$ cat src/rtl/errq_pkg.sv
package errq_pkg;

    // Capture tracking for the strobe
    typedef enum logic {
        STB_LOW  = 1'b0,
        STB_HIGH = 1'b1
    } stb_state_e;

    // Per-channel observation bundle
    typedef struct packed {
        logic on;
        logic low;
        logic settled;
    } chan_obs_t;

    // Settle length for channel ch: base plus ch stagger steps
    function automatic int unsigned settle_limit(input int unsigned ch,
                                                 input int unsigned base,
                                                 input int unsigned step);
        return base + ch * step;
    endfunction

    // Bits needed to hold values 0..v
    function automatic int unsigned bits_for(input int unsigned v);
        int unsigned n;
        n = 1;
        while ((1 << n) <= v) n++;
        return n;
    endfunction

    // Qualify one channel's open-load flag
    function automatic logic qualify(input chan_obs_t o, input logic mask);
        return o.on & o.settled & o.low & ~mask;
    endfunction

endpackage

$ cat src/rtl/errq_settle.sv
module errq_settle #(
    parameter int unsigned LIMIT = 6,
    parameter int unsigned CW    = 3
) (
    input  logic clk,
    input  logic rst,
    input  logic on,
    output logic settled
);
    localparam logic [CW-1:0] LIM = CW'(LIMIT);

    logic [CW-1:0] cnt;

    always_ff @(posedge clk) begin
        if (rst || !on) begin
            cnt <= '0;
        end else if (cnt != LIM) begin
            cnt <= cnt + 1'b1;
        end
    end

    assign settled = (cnt == LIM);

    // an off sample restarts the count
    a_r3_off_restarts: assert property (@(posedge clk) disable iff (rst)
        !on |=> (cnt == '0));

    // settling only ever follows an on sample
    a_r2_settle_after_on: assert property (@(posedge clk) disable iff (rst)
        $rose(settled) |-> $past(on));

    // count never passes its limit
    a_r2_no_overrun: assert property (@(posedge clk) disable iff (rst)
        (cnt == LIM) |=> (cnt == LIM) || (cnt == '0));

endmodule

$ cat src/rtl/errq_capture.sv
module errq_capture
    import errq_pkg::*;
#(
    parameter int unsigned NCH = 16
) (
    input  logic           clk,
    input  logic           rst,
    input  logic           xlat,
    input  logic [NCH-1:0] qual,
    output logic [NCH-1:0] status
);
    stb_state_e stb_q;
    logic       fall;

    assign fall = (stb_q == STB_HIGH) && !xlat;

    always_ff @(posedge clk) begin
        if (rst) begin
            stb_q  <= STB_LOW;
            status <= '0;
        end else begin
            stb_q <= xlat ? STB_HIGH : STB_LOW;
            if (fall) begin
                status <= qual;
            end
        end
    end

    // falling strobe takes the qualified vector
    a_r6_capture: assert property (@(posedge clk) disable iff (rst)
        ($past(xlat) && !xlat) |=> (status == $past(qual)));

    // status holds on every other edge
    a_r7_hold: assert property (@(posedge clk) disable iff (rst)
        !($past(xlat) && !xlat) |=> $stable(status));

endmodule

$ cat src/rtl/errq_monitor.sv
module errq_monitor
    import errq_pkg::*;
#(
    parameter int unsigned NCH         = 16,
    parameter int unsigned SETTLE_CYC  = 6,
    parameter int unsigned STAGGER_CYC = 2
) (
    input  logic           clk,
    input  logic           rst,
    input  logic [NCH-1:0] chan_on,
    input  logic [NCH-1:0] chan_low,
    input  logic           therm_flag,
    input  logic           blank,
    input  logic           xlat,
    output logic           err_oe,
    output logic [NCH-1:0] open_status
);
    localparam int unsigned MAX_LIM = SETTLE_CYC + (NCH - 1) * STAGGER_CYC;
    localparam int unsigned CW      = bits_for(MAX_LIM);

    logic [NCH-1:0] settled;
    logic [NCH-1:0] qual;
    logic           err_d;

    for (genvar ch = 0; ch < NCH; ch++) begin : g_chan
        chan_obs_t obs;

        errq_settle #(
            .LIMIT (settle_limit(ch, SETTLE_CYC, STAGGER_CYC)),
            .CW    (CW)
        ) u_settle (
            .clk     (clk),
            .rst     (rst),
            .on      (chan_on[ch]),
            .settled (settled[ch])
        );

        always_comb begin
            obs.on      = chan_on[ch];
            obs.low     = chan_low[ch];
            obs.settled = settled[ch];
            qual[ch]    = qualify(obs, blank);
        end
    end

    assign err_d = therm_flag | (|qual);

    always_ff @(posedge clk) begin
        if (rst) begin
            err_oe <= 1'b0;
        end else begin
            err_oe <= err_d;
        end
    end

    errq_capture #(
        .NCH (NCH)
    ) u_capture (
        .clk    (clk),
        .rst    (rst),
        .xlat   (xlat),
        .qual   (qual),
        .status (open_status)
    );

    // thermal flag always reaches the error line
    a_r1_thermal: assert property (@(posedge clk) disable iff (rst)
        therm_flag |=> err_oe);

    // with blank and no thermal flag the line is released
    a_r5_blank_masks: assert property (@(posedge clk) disable iff (rst)
        (blank && !therm_flag) |=> !err_oe);

    // no low indication and no thermal flag gives no error
    a_r4_needs_low: assert property (@(posedge clk) disable iff (rst)
        ((chan_low == '0) && !therm_flag) |=> !err_oe);

    // nothing off contributes
    a_r2_off_quiet: assert property (@(posedge clk) disable iff (rst)
        ((chan_on == '0) && !therm_flag) |=> !err_oe);

endmodule

$ cat config.mk
export PLATFORM = sky130hd
export DESIGN_NAME = errq_monitor
export DESIGN_NICKNAME = d
export VERILOG_FILES = /design/src/rtl/errq_pkg.sv /design/src/rtl/errq_settle.sv /design/src/rtl/errq_capture.sv /design/src/rtl/errq_monitor.sv
export SDC_FILE = /design/constraint.sdc
export NUM_CORES = 1
export LEC_CHECK = 0
export ABC_AREA = 1
export BUFFER_PORTS_ARGS = -buffer_cell sky130_fd_sc_hd__buf_2
export CAP_MARGIN = 10
export CORE_ASPECT_RATIO = 0.75
export CORE_UTILIZATION = 45
export DETAILED_ROUTE_END_ITERATION = 8
export GPL_ROUTABILITY_DRIVEN = 0
export MAX_ROUTING_LAYER = met4
export PLACE_DENSITY = 0.7
export SETUP_SLACK_MARGIN = 0.4
export SYNTH_ARGS = -nofsm -noshare
export SYNTH_HDL_FRONTEND = slang
export SYNTH_SLANG_ARGS = --single-unit
$ cat constraint.sdc
create_clock -name clk -period 1.45 [get_ports clk]
set_input_delay 0 -clock clk [delete_from_list [all_inputs] [get_ports clk]]
set_output_delay 0 -clock clk [all_outputs]
set_load 0.05 [all_outputs]
==> impl_metrics.json <==
{
  "outcome": "finished with violations",
  "violations": "negative setup slack",
  "start_util_pct": 47.5,
  "synth_top_flop_cell": "dfxtp_1",
  "setup_ws_ps": -143,
  "clk_path_buf_depth": 2,
  "end_kind": "flip-flop",
  "seq_area_frac_synth_pct": 43.0,
  "finalHoldViolCount": 0,
  "relSlewSlack_pct": 64.9,
  "stdcell_count": 1086,
  "critPathSlowestCell": "nor2_1",
  "max_freq_ghz": 0.628,
  "drv_slew": 0,
  "routedWlPerCell_um": 21.9,
  "hold_path_class": "in -> reg",
  "grt_usage_pct": 27.1,
  "dieWidth_um": 127,
  "synthCells": 688,
  "portBuffers": 53,
  "detailed_place_hpwl_um": 8470,
  "cts_buffers": 17,
  "worstPathArrival_ps": 1890,
  "antenna_left": 0,
  "antenna_found_initial": 0,
  "area_growth_pct": 79.1,
  "fin_nets": 985,
  "setup_viol": 3,
  "rsz0062_at_grt": "yes",
  "netlist_area_sq_mm": 0.00531,
  "num_antenna_cells": 0,
  "synth_edf_count": 0,
  "grt.overflow.total": 0,
  "ys_top_cells_by_count": "inv_1 (116), dfxtp_1 (114), a21oi_1 (79), nand2_1 (74), nor2_1 (67)",
  "drc": 0,
  "synth_warnings": 0,
  "worstSetupPathType": "reg -> reg",
  "maxCapViolCount": 0,
  "placedCellCount": 900,
  "syn-num-nets": 757,
  "cts_root_buf": "clkbuf_16",
  "ys_ff_latch": 114,
  "path_max_fanout": 3,
  "critPathMaxStageDelay_ps": 410,
  "layout_min_cycle_time_ps": 1590,
  "powerDensity_mw_per_mm2": 909,
  "clk_pin_slew_ps": 60,
  "die-area_sq_mm": 0.0122,
  "drt_iter0_drc": 556,
  "worst-path-buf-inv": 3,
  "synth_most_common_cell": "inv_1",
  "worstSkewPairLatency_ps": 430,
  "synth.distinct_cells": 29,
  "regArea_sq_mm": 0.00238,
  "layout.core_utilization_pct": 85.0,
  "cts_max_level": 4,
  "yosysTopAreaCell": "dfxtp_1",
  "synth_top_area_share_pct": 43.0,
  "avgViaCountPerCell": 5.85,
  "tightest_slew_ps": 525,
  "first_pass_iters": 6,
  "worstPathCellList": "inv_4, ha_4, nand4_1, buf_4, inv_2, nor2_1, a211oi_2",
  "fin_crit_sh_pct": 110,
  "cp.required_ps": 1740,
  "pin_count": 54,
  "drive_gt1_share_pct": 56.6,
  "rows": 33,
  "synth.avg_cell_area_sq_um": 7.72,
  "tritoncts": "yes",
  "num_vias": 6350,
  "yosys-top-cells-area": "dfxtp_1 (43%), inv_1 (8.2%), ha_1 (7.5%)",
  "grt_start_max_net_pins": 33,
  "finClkSkew_ps": 7.55,
  "grt_pass1_wl_um": 24900,
  "fillers": 474,
  "die_h_um": 96.1,
  "ir_worst_vdd_mv": 0.728,
  "leakage_nw": 3.67,
  "multiInputGateArea_sq_mm": 0.00394,
  "grt_pass1_vias": 5405,
  "wirelength_um": 23700,
  "async_flop_share_pct": 0,
  "coreArea_sq_mm": 0.0112,
  "critPathLaunchType": "flip-flop",
  "critPathTopFamily": "simple AND/OR/NAND/NOR gates",
  "clock-sinks": 114
}
-- cells in the final DEF, fill, tap and decap left out, drive strengths merged --
master         n
o21ai         42
dfxtp        114
xnor2         15
or2            8
nand2         78
a211oi         5
clkinvlp       1
bufinv         3
nor3          22
inv          117
nand3b         1
nand3         52
o211ai         2
and3           1
ha            32
nor2          72
clkinv         8
o31ai          1
nand4         12
buf          181
clkbuf        27
o21a           2
dlygate4sd3   28
a21oi         79
xor2          26
-- repair_timing --
action / 4_1_cts / 5_1_grt
hold buffers: 27 / 1
gates resized for setup: 209 / 228
endpoints found under the setup margin: 82 / 114
setup buffers: 68 / 55
pin swaps: 70 / 112
hold endpoints to repair: 50 / 1
cloned: 0 / 3
-- through the flow --
step           setup TNS [ps]  total power (W)  instance area, sq um  hold slack, ps  worst slack [ps]
2_1_floorplan               0          0.00363                  5490             107               262
3_3_place_gp                0          0.00377                  6000             243              67.9
3_5_place_dp                0          0.00379                  6000             255              65.1
4_1_cts                     0          0.00816                  8130           0.445               176
5_1_grt                  -358          0.00880                  9510            44.9              -145
6_report                 -384          0.00865                  9510            31.3              -143
-- worst min-delay path: cells and delay by family --
family,cells,cell delay (ps)
and+or+nand+nor,1,100
buffers and inverters,2,310
-- area by class of cell --
cell class,count,share of cell area (%)
well taps,157,2.06
repair buffers,216,19.9
clock buffers,20,4.80
flip-flops and latches,114,25.1
clock inverters,12,1.45
inverters,117,5.25
multi-input cells,450,41.4
-- worst paths after layout --
path,startpoint,end,depth (start not counted),slack [ps]
worst max register to register,g_chan[13].u_settle.cnt[0]$_SDFFE_PP0P_,g_chan[13].u_settle.cnt[1]$_SDFFE_PP0P_,7,-140
worst max-delay path,g_chan[13].u_settle.cnt[0]$_SDFFE_PP0P_,g_chan[13].u_settle.cnt[1]$_SDFFE_PP0P_,7,-140
worst min register to register,g_chan[6].u_settle.cnt[5]$_SDFFE_PP0P_,g_chan[6].u_settle.cnt[5]$_SDFFE_PP0P_,2,470
worst min-delay path,rst,err_oe$_SDFF_PP0_,3,30
-- metal layers --
metal	GRT usage [%]	part of all wire, %
met5	-	0
met4	11.5	7.1
met3	7.73	8.5
met2	48.1	48
met1	28.7	37
-- cells by family after synthesis --
family	count (synthesis)	synth area share [%]
adders and majority gates	32	7.54
AOI/OAI and AO/OA	131	12.8
buffers and inverters	124	8.95
and+or+nand+nor	246	20.9
xor gates and xnor gates	41	6.76
DFF	114	43.0
-- where the power goes --
group | total, W | internal [W] | switching (W)
clock | 0.00436 | 0.00276 | 0.00159
sequential | 0.00327 | 0.00319 | 0.0000711
combinational | 0.00102 | 0.000458 | 0.000565
total | 0.00865 | 0.00642 | 0.00223
-- flip-flops by register name, summed over array words and instances, names as in the netlist --
register             count
err_oe                   1
g_chan.u_settle.cnt     96
u_capture.status        16
u_capture.stb_q          1
Power figures use the tool's default switching activity.
